## src/rtl/fsfi_pkg.sv

```systemverilog
package fsfi_pkg;
  localparam int WORD_W  = 32;
  localparam int NIB_W   = 4;
  localparam int FIELDS  = WORD_W / NIB_W;
  localparam int IDX_W   = $clog2(FIELDS);
  localparam int PRI_W   = 6;
  localparam int EXT_W   = 10;
  localparam int PRI_OP  = 63;
  localparam int EXT_OP  = 134;
  localparam int PRI_LO  = WORD_W - PRI_W;
  localparam int IDX_LO  = PRI_LO - IDX_W;
  localparam int IMM_LO  = 12;
  localparam int EXT_LO  = 1;
  localparam int REC_BIT = 0;
  localparam int FEX_BIT = WORD_W - 2;
  localparam int VX_BIT  = WORD_W - 3;

  typedef struct packed {
    logic             wr;
    logic             rec;
    logic [IDX_W-1:0] field;
    logic [NIB_W-1:0] imm;
  } fsfi_ctl_t;
endpackage

```

## src/rtl/fsfi_ctrl.sv

```systemverilog
module fsfi_ctrl
  import fsfi_pkg::*;
(
  input  logic              clk,
  input  logic              rstN,
  input  logic              instrValid,
  input  logic [WORD_W-1:0] instrWord,
  output fsfi_ctl_t         ctl
);
  logic priHit;
  logic extHit;

  always_comb begin
    priHit    = instrWord[WORD_W-1 -: PRI_W] == PRI_W'(PRI_OP);
    extHit    = instrWord[EXT_LO +: EXT_W] == EXT_W'(EXT_OP);
    ctl.wr    = instrValid && priHit && extHit;
    ctl.rec   = instrWord[REC_BIT];
    ctl.field = instrWord[IDX_LO +: IDX_W];
    ctl.imm   = instrWord[IMM_LO +: NIB_W];
  end

  AST_NO_WRITE_WITHOUT_VALID: assert property (@(posedge clk) disable iff (!rstN)
    !instrValid |-> !ctl.wr);
endmodule

```

## src/rtl/fsfi_datapath.sv

```systemverilog
module fsfi_datapath
  import fsfi_pkg::*;
#(
  parameter bit PROTECT_SUMMARY = 1'b0
)(
  input  logic              clk,
  input  logic              rstN,
  input  fsfi_ctl_t         ctl,
  output logic [WORD_W-1:0] fpscr,
  output logic [NIB_W-1:0]  cr1Val,
  output logic              cr1We
);
  logic [WORD_W-1:0] statReg;
  logic [WORD_W-1:0] nextRaw;
  logic [WORD_W-1:0] nextStat;
  logic [WORD_W-1:0] wrMask;
  logic [FIELDS-1:0] fieldHit;

  for (genvar g = 0; g < FIELDS; g++) begin : g_field
    localparam int HI = WORD_W - 1 - g * NIB_W;
    assign fieldHit[g]          = ctl.wr && (ctl.field == IDX_W'(g));
    assign wrMask[HI -: NIB_W]  = {NIB_W{fieldHit[g]}};
    assign nextRaw[HI -: NIB_W] = fieldHit[g] ? ctl.imm : statReg[HI -: NIB_W];
  end

  if (PROTECT_SUMMARY) begin : g_protect
    always_comb begin
      nextStat          = nextRaw;
      nextStat[FEX_BIT] = statReg[FEX_BIT];
      nextStat[VX_BIT]  = statReg[VX_BIT];
    end

    AST_SUMMARY_KEPT: assert property (@(posedge clk) disable iff (!rstN)
      ctl.wr |=> (statReg[FEX_BIT] == $past(statReg[FEX_BIT])) &&
                 (statReg[VX_BIT] == $past(statReg[VX_BIT])));
  end else begin : g_open
    assign nextStat = nextRaw;
  end

  always_ff @(posedge clk) begin
    if (!rstN) begin
      statReg <= '0;
      cr1Val  <= '0;
      cr1We   <= 1'b0;
    end else begin
      cr1We <= ctl.wr && ctl.rec;
      if (ctl.wr) statReg <= nextStat;
      if (ctl.wr && ctl.rec) cr1Val <= nextStat[WORD_W-1 -: NIB_W];
    end
  end

  assign fpscr = statReg;

  AST_IDLE_HOLDS: assert property (@(posedge clk) disable iff (!rstN)
    !ctl.wr |=> $stable(statReg) && !cr1We);
  AST_OTHER_BITS_KEPT: assert property (@(posedge clk) disable iff (!rstN)
    ctl.wr |=> ((statReg ^ $past(statReg)) & ~$past(wrMask)) == '0);
  AST_CR1_MIRRORS_TOP: assert property (@(posedge clk) disable iff (!rstN)
    cr1We |-> cr1Val == statReg[WORD_W-1 -: NIB_W]);
  AST_CR1_ONLY_ON_RECORD: assert property (@(posedge clk) disable iff (!rstN)
    !(ctl.wr && ctl.rec) |=> !cr1We && $stable(cr1Val));
  AST_ONE_FIELD_AT_MOST: assert property (@(posedge clk) disable iff (!rstN)
    $onehot0(fieldHit));
endmodule

```

## src/rtl/fsfi_unit.sv

```systemverilog
module fsfi_unit
  import fsfi_pkg::*;
#(
  parameter bit PROTECT_SUMMARY = 1'b0
)(
  input  logic        clk,
  input  logic        rstN,
  input  logic        instrValid,
  input  logic [31:0] instrWord,
  output logic [31:0] fpscr,
  output logic [1:0]  roundMode,
  output logic [3:0]  cr1Val,
  output logic        cr1We
);
  fsfi_ctl_t ctl;

  fsfi_ctrl u_ctrl (
    .clk        (clk),
    .rstN       (rstN),
    .instrValid (instrValid),
    .instrWord  (instrWord),
    .ctl        (ctl)
  );

  fsfi_datapath #(.PROTECT_SUMMARY(PROTECT_SUMMARY)) u_dp (
    .clk    (clk),
    .rstN   (rstN),
    .ctl    (ctl),
    .fpscr  (fpscr),
    .cr1Val (cr1Val),
    .cr1We  (cr1We)
  );

  assign roundMode = fpscr[1:0];
endmodule

```

## config.mk

```make
export PLATFORM = sky130hd
export DESIGN_NAME = fsfi_unit
export DESIGN_NICKNAME = d
export VERILOG_FILES = /design/src/rtl/fsfi_pkg.sv /design/src/rtl/fsfi_ctrl.sv /design/src/rtl/fsfi_datapath.sv /design/src/rtl/fsfi_unit.sv
export SDC_FILE = /design/constraint.sdc
export NUM_CORES = 1
export LEC_CHECK = 0
export BUFFER_PORTS_ARGS = -buffer_cell sky130_fd_sc_hd__buf_4
export CAP_MARGIN = 20
export CORE_MARGIN = 2
export CORE_UTILIZATION = 41
export DETAILED_ROUTE_END_ITERATION = 10
export PLACE_DENSITY = 0.75
export RECOVER_POWER = 50
export SETUP_SLACK_MARGIN = 0.02
export SYNTH_ARGS = -nofsm -noshare
export SYNTH_HDL_FRONTEND = slang
export SYNTH_SLANG_ARGS = --single-unit
```

## constraint.sdc

```tcl
create_clock -name clk -period 1.7 [get_ports clk]
set_input_delay 0.17 -clock clk [delete_from_list [all_inputs] [get_ports clk]]
set_output_delay 0.17 -clock clk [all_outputs]
set_load 0.05 [all_outputs]
```

==> Word-level counts from Yosys, hierarchy flattened <==
Cells that the tools add are included.
{ "totals": {"latch_bits": 0, "n_memories": 0, "input_bits": 35, "ram_bits": 0, "mem_bits_ro": 0, "register_bits": 37} }
{ "classes": {"n_addsub": 0, "order_cmp": 0, "n_bitwise": 0, "eq_ne": 9, "n_mux": 1, "mul": 0, "reduce_logical": 19, "shifts": 0, "div": 0} }
{ "op_table": {"columns": ["cell", "n"], "rows": [
  ["AND reduction 2 bit", 7],
  ["== test 3 bit (second input constant)", 4],
  ["logical AND 1 bit", 11],
  ["== test 10 x 8 -> 1 bit (second input constant)", 1],
  ["== test 3 x 2 -> 1 bit (second input constant)", 2],
  ["== test 6 bit (second input constant)", 1],
  ["two-way mux 4 bit", 1],
  ["== test 3 x 1 -> 1 bit (second input constant)", 1],
  ["logical NOT 3 bit", 1]
]} }

==> Depth between registers and ports, before layout <==
Gate-level depths: netlist of run 1.
{ "depth": {"word_depth": 5, "ltp_mapped": 6} }

==> Modules after synthesis <==
Synthesis of run 1 repeated with hierarchy kept, for this count alone.
{ "hier_totals": {"hier_cells": 152, "hier_area_um2": 1609.0} }
{ "modules_own_cells": {"columns": ["module", "cells_each", "instances", "seq_area_each_um2", "area_each_um2"], "rows": [
  ["fsfi_datapath", 135, 1, 740.7, 1480.2],
  ["fsfi_ctrl", 15, 1, 0.0, 113.9],
  ["fsfi_unit", 2, 1, 0.0, 15.0]
]} }

==> Worst setup path after synthesis of run 1 <==
OpenSTA, ideal clock, no wires.
{ "synth_timing": {"path_type": "input -> register", "startpoint": "input instrWord[9]", "endpoint": "register u_dp.statReg[1], in the netlist u_dp.fpscr[1]", "setup_slack_ns": 0.051, "arrival_ns": 1.521, "stages": 6, "path_cell_list": "and4bb_1 nand4_1 or4_4 buf_6 mux2i_1 nor2_1"} }
{ "synth_between": {"elab_chain_len": 4} }
{ "synth_lines": {"columns": ["element", "line_no", "source"], "rows": [
  ["start: declaration", "fsfi_unit.sv:9", "input logic [31:0] instrWord,"],
  ["== test 10 x 8 -> 1 bit *", "fsfi_ctrl.sv:15", "extHit = instrWord[EXT_LO +: EXT_W] == EXT_W'(EXT_OP);"],
  ["logical AND 1 bit *", "fsfi_ctrl.sv:16", "ctl.wr = instrValid && priHit && extHit;"],
  ["logical AND 1 bit", "fsfi_datapath.sv:21", "assign fieldHit[g] = ctl.wr && (ctl.field == IDX_W'(g));"],
  ["AND reduction 2 bit (no line) *", null, null],
  ["end signal: assignment", "fsfi_datapath.sv:47", "if (ctl.wr) statReg <= nextStat;"],
  ["end: declaration", "fsfi_datapath.sv:13", "logic [WORD_W-1:0] statReg;"]
]} }
Mark *: on every way between the ends. The rest lies on a longest branch, timed or not.
A chain may end at the register's enable or synchronous reset.

==> Final worst setup path of run 1 <==
{ "layout_timing": {"startpoint": "input instrWord[6]", "endpoint": "register u_dp.cr1Val[2]"} }
{ "layout_between": {"elab_chain_len": 4} }
{ "layout_lines": {"columns": ["element", "line_no", "source"], "rows": [
  ["== test 10 x 8 -> 1 bit *", "fsfi_ctrl.sv:15", null],
  ["logical AND 1 bit *", "fsfi_ctrl.sv:16", null],
  ["logical AND 1 bit", "fsfi_datapath.sv:21", null],
  ["two-way mux 4 bit", "fsfi_datapath.sv:23", "assign nextRaw[HI -: NIB_W] = fieldHit[g] ? ctl.imm : statReg[HI -: NIB_W];"],
  ["end signal: assignment", "fsfi_datapath.sv:48", "if (ctl.wr && ctl.rec) cr1Val <= nextStat[WORD_W-1 -: NIB_W];"],
  ["end: declaration", "fsfi_datapath.sv:10", "output logic [NIB_W-1:0] cr1Val,"]
]} }
Marks and branches as above.

==> results.yml, run 1 <==
run_status:
  status: "finished clean"
sta:
  relSlewSlack: 0.592
  setup_viol: 0
  max_freq_mhz: 651
  layout_min_cycle_time_ns: 1.54
  rsz0062_at_grt: "false"
  finalCritPeriodShare: 0.903
  worst_pin_slew_ns: 0.614
  drv_slew: 0
  timing.hold.ws_ns: 0.125
  hold_violations: 0
  fin_skew_ns: 0.000129
drt:
  drt-total-wl_um: 3460
  drc: 0
  via_per_inst: 4.65
  firstDrtPassIters: 4
  drt_iter0_drc: 46
  drtAntennaViolNets: 0
  num_vias: 1218
  wl_per_cell_um: 13.2
grt:
  grt_usage: 0.176
  antenna_found_initial: 0
  grt_overflow: 0
  grt_pass1_vias: 1180
  grt_max_degree: 38
  grt_pass1_wl_um: 5640
synth:
  synth_compound_area_frac: 0.0195
  yosys-mux-area-fraction: 0.208
  syn_area_per_cell_sq_um: 10.5
  seq_area_frac_synth: 0.481
  synth_common_cells: "38 x nor2_1, 37 x dfxtp_1, 32 x mux2i_1"
  synth_top_family_by_area: "simple AND/OR/NAND/NOR gates"
  synth_edf_count: 0
  synth_ff_type: "dfxtp_1"
  synthAdderAreaFrac: 0
  ys_warn_count: 0
  synth_seq_cells: 37
  synthSimpleGateAreaFrac: 0.234
  yosysTopAreaCell: "dfxtp_1"
  synth_cell_type_count: 23
  netlist_instances: 147
  yosys-top-cells-area: "dfxtp_1 48%, mux2i_1 21%, nor2_1 9.3%, nor4_4 2.8%, a211oi_1 2.0%"
  synth_nets: 182
  ys_async_sr_fraction: 0
  synth-xor-area-share: 0
  yosysMostFrequentCell: "nor2_1"
  netlist_area_sq_um: 1540
  synth_top_area_share: 0.481
clock_network:
  cts.clk_slew.worst_paths_ns: 0.07
  cts_sinks: 37
  hold_buffers: 0
  cts.path.max_buffers: 2
  clk_latency_ns: 0.28
  cts_tree: "built"
  cts_root_buf: "clkbuf_8"
  numCtsBuffers: 5
  htree_levels: 2
floorplanning:
  die_y_um: 65.3
  std_cell_rows: 22
  die_w_um: 65.3
  die_area_sq_um: 4260
  core_sq_um: 3630
  ioPinCount: 74
  start_util: 0.424
power_and_ir_drop:
  p_leak_nw: 0.886
  powerDensity_nw_per_um2: 775
  irDropWorstVdd_mv: 0.732
layout:
  area_growth_pct: 31.4
  num-nets-final: 249
  fin_cells: 262
  fillers: 384
  seq_area_sq_um: 741
  multi_input_area_sq_um: 711
  diodes: 0
  drive_gt1_frac: 0.238
placed_design:
  port_buffers: 65
  dp_hpwl_um: 2520
  dp_cells: 255
  place_congestion: 0.724
setup_path:
  cp_max_fo: 5
  cp.arrival_ns: 1.68
  criticalPathCategory: "in -> reg"
  required_ns: 1.84
  crit_path_end_kind: "register"
  cp-start-kind: "input pin"
run:
  maxCapViolations: 0
min_path:
  hold_path.class: "in -> reg"
==> through the flow <==
| step | power [mW] | util | worst slack, ns | instance area [sq um] | setup TNS [ns] |
|---|---|---|---|---|---|
| floorplan | 0.921 | - | 0.0510 | 1540 | 0 |
| global placement | 0.983 | 0.571 | -0.0730 | 2070 | -0.990 |
| detailed placement | 0.984 | 0.571 | -0.110 | 2070 | -1.21 |
| CTS | 1.58 | 0.595 | 0.142 | 2160 | 0 |
| global route | 1.63 | 0.556 | 0.0504 | 2020 | 0 |
| finish | 1.57 | 0.556 | 0.165 | 2020 | 0 |
==> state kept, by name, summed over array words and instances (netlist names) <==
name and cells:
u_dp.cr1We 1, u_dp.cr1Val 4, u_dp.fpscr 32
==> worst paths after layout <==
path | slack [ns] | cells after the start | to | startpoint
setup / recovery | 0.16 | 6 | u_dp.cr1Val[2] | instrWord[6]
hold / removal | 0.12 | 3 | u_dp.cr1We | instrWord[0]
setup reg to reg | 0.89 | 2 | u_dp.cr1Val[2] | u_dp.fpscr[30]
hold reg to reg | 0.49 | 2 | u_dp.fpscr[23] | u_dp.fpscr[23]
==> logic make-up after synthesis <==
group           Yosys count
buf+inv                  16
mux                      32
flops                    37
compound gates            4
simple gates             58
==> routing by layer <==
metal,GRT usage,share of wire,vias up
met4,0.0703,0.015,0
met3,0.0514,0.071,6
met5,0,0,-
met1,0.207,0.44,533
met2,0.300,0.47,39
li1,-,-,640
==> area by class of cell <==
class	count	area share
inverter	2	0.00371
clock buffer	7	0.0427
timing repair buffer	74	0.206
multi-input combinational	94	0.351
sequential	37	0.366
tap	48	0.0297
==> cells in the final DEF, fill, tap and decap left out, types with 2 or more instances in the layout <==
cell	synthesis	final
nand4_1	3	3
a211oi_1	4	4
mux2i_1	32	32
and4bb_1	2	2
buf_4	3	37
nor2_1	38	38
or4_4	2	2
and4_1	3	3
clkbuf_1	8	38
nor4_4	2	2
clkbuf_8	0	6
dfxtp_1	37	37
==> what timing repair did <==
action	4_1_cts	5_1_grt
hold endpoints to repair	0	0
endpoints found under the setup margin	0	1
gates resized for setup	0	1
buffers inserted	0	0
==> report_power, final <==
part | internal [mW] | switching, mW
combinational | 0.0474 | 0.0492
clock | 0.321 | 0.284
sequential | 0.867 | 0.000000838
total | 1.24 | 0.333
==> critical path, stage by stage <==
cell and delay, ns:
buf_4 0.12, nor4b_4 0.33, and4_1 0.31, and4_2 0.32, mux2i_1 0.31, a211oi_1 0.11
(Power assumes the default switching activity.)
==> run 2: changes to the inputs <==
--- a/config.mk
+++ b/config.mk
@@ -7,10 +7,12 @@
 export LEC_CHECK = 0
 export BUFFER_PORTS_ARGS = -buffer_cell sky130_fd_sc_hd__buf_4
 export CAP_MARGIN = 20
+export CELL_PAD_IN_SITES_DETAIL_PLACEMENT = 0
+export CELL_PAD_IN_SITES_GLOBAL_PLACEMENT = 1
 export CORE_MARGIN = 2
-export CORE_UTILIZATION = 41
+export CORE_UTILIZATION = 33
 export DETAILED_ROUTE_END_ITERATION = 10
-export PLACE_DENSITY = 0.75
+export PLACE_DENSITY_LB_ADDON = 0.1
 export RECOVER_POWER = 50
 export SETUP_SLACK_MARGIN = 0.02
 export SYNTH_ARGS = -nofsm -noshare
==> constraint.sdc (replaced) <==
create_clock -name clk -period 1.55 [get_ports clk]
set_input_delay 0.155 -clock clk [delete_from_list [all_inputs] [get_ports clk]]
set_output_delay 0.155 -clock clk [all_outputs]
set_load 0.05 [all_outputs]
==> results.yml, run 2 (synthesized netlist as in run 1, its figures left out) <==
run_status:
  status: "finished clean"
placed_design:
  dp_slack_ns: -0.248
  place_congestion: 0.743
  dp_hpwl_um: 2860
  port_buffers: 65
layout:
  fin_util: 0.457
  area_growth_pct: 31.0
  drive_gt1_frac: 0.244
  largest_reg_flops: 32
  layout_common_cells: "38 x nor2_1, 37 x clkbuf_1, 37 x dfxtp_1, 36 x buf_4, 32 x mux2i_1"
  diodes: 0
  final_common_cell: "nor2_1"
  num-nets-final: 249
floorplanning:
  start_util: 0.349
  die_w_um: 72.3
  std_cell_rows: 24
  die_y_um: 72.3
  die_area_sq_um: 5230
  core_sq_um: 4410
  ioPinCount: 74
setup_path:
  worstReg2RegStart: "u_dp.fpscr[29]"
  criticalPathCategory: "in -> reg"
  cp.arrival_ns: 1.60
  cp_max_fo: 5
  crit_path_end_kind: "register"
  critPathLaunch: "instrWord[6]"
  required_ns: 1.69
  cp-start-kind: "input pin"
sta:
  worst_pin_slew_ns: 0.627
  timing.hold.ws_ns: 0.119
  fin_skew_ns: 0.000320
  finalCritPeriodShare: 0.940
  layout_min_cycle_time_ns: 1.46
  relSlewSlack: 0.584
  drv_slew: 0
  setup_ws_ns: 0.0923
  rsz0062_at_grt: "true"
  max_freq_mhz: 686
  hold_violations: 0
  setup_viol: 0
drt:
  wl_per_cell_um: 14.1
  via_per_inst: 4.79
  firstDrtPassIters: 4
  drt-total-wl_um: 3750
  wl_met2_um: 1730
  drtAntennaViolNets: 0
  route.met3.wl_um: 329
  drt_iter0_drc: 31
  drc: 0
  num_vias: 1270
  highest_layer: "met4"
  wl_met1_um: 1640
power_and_ir_drop:
  powerDensity_nw_per_um2: 822
  irDropWorstVdd_mv: 0.590
  p_leak_nw: 0.881
clock_network:
  cts_sinks: 37
  clk_latency_ns: 0.28
  cts.path.max_buffers: 2
  numCtsBuffers: 5
  htree_levels: 2
  cts_tree: "built"
  cts.clk_slew.worst_paths_ns: 0.07
  post-cts-setup-buffers: 0
  hold_buffers: 0
  cts_root_buf: "clkbuf_8"
min_path:
  min_from: "instrWord[0]"
  hold_path.class: "in -> reg"
grt:
  grt_max_degree: 38
  grt_pass1_vias: 1254
  grt_pass1_wl_um: 6070
  antenna_found_initial: 0
  grt_overflow: 0
  grt_usage: 0.151
run:
  maxCapViolations: 0
run 2: changes by cell type in the layout (fill, tap and decap cells not counted), sizes merged:
cell    before  now
clkbuf      44   43
buf         37   36
clkinv       0    1
run 2: metrics by stage:
| step | instances | total power, mW | TNS [ns] | cell area, sq um |
|---|---|---|---|---|
| 6_report | 265 | 1.66 | 0 | 2020 |
| 5_1_grt | 265 | 1.73 | 0 | 2020 |
| 4_1_cts | 265 | 1.68 | 0 | 2150 |
| 3_5_place_dp | 259 | 1.08 | -5.29 | 2080 |
| 3_3_place_gp | 259 | 1.08 | -4.65 | 2080 |
| 2_1_floorplan | 147 | 1.01 | -0.496 | 1540 |
run 2: where the power goes:
group          total [mW]  leakage (nW)  internal [mW]  switching (mW)
combinational       0.107         0.543         0.0519          0.0553
clock               0.600        0.0399          0.295           0.305
sequential          0.950         0.298          0.950     0.000000974
total                1.66         0.881           1.30           0.360
run 2: layout make-up:
class | count | area [sq um]
sequential | 37 | 741
fill | 458 | 2400
multi-input combinational | 94 | 712
tap | 52 | 65.1
clock inverter | 1 | 5.00
clock buffer | 5 | 68.8
inverter | 2 | 7.51
timing repair buffer | 74 | 417
run 2: path summary, 6_finish.rpt:
check | to | slack, ns | cells after the start
setup / recovery | u_dp.cr1Val[1] | 0.09 | 6
hold reg to reg | u_dp.fpscr[14] | 0.50 | 2
hold / removal | u_dp.cr1We | 0.12 | 3
setup reg to reg | u_dp.cr1Val[1] | 0.80 | 2
run 2: routing by layer:
| layer | global-route usage | vias to the layer above |
|---|---|---|
| met2 | 0.247 | 47 |
| li1 | - | 636 |
| met3 | 0.0514 | 6 |
| met5 | 0 | - |
| met4 | 0.0503 | 0 |
| met1 | 0.186 | 581 |
run 2: timing repair:
action                                 4_1_cts  5_1_grt
gates resized for setup                      0        1
endpoints found under the hold margin        0        0
setup endpoints to repair                    0        7
run 2: worst max-delay path: stages:
cell and delay (ns):
buf_4 0.12, nor4b_4 0.32, and4_2 0.31, and4_2 0.31, mux2i_1 0.28, a211oi_1 0.10
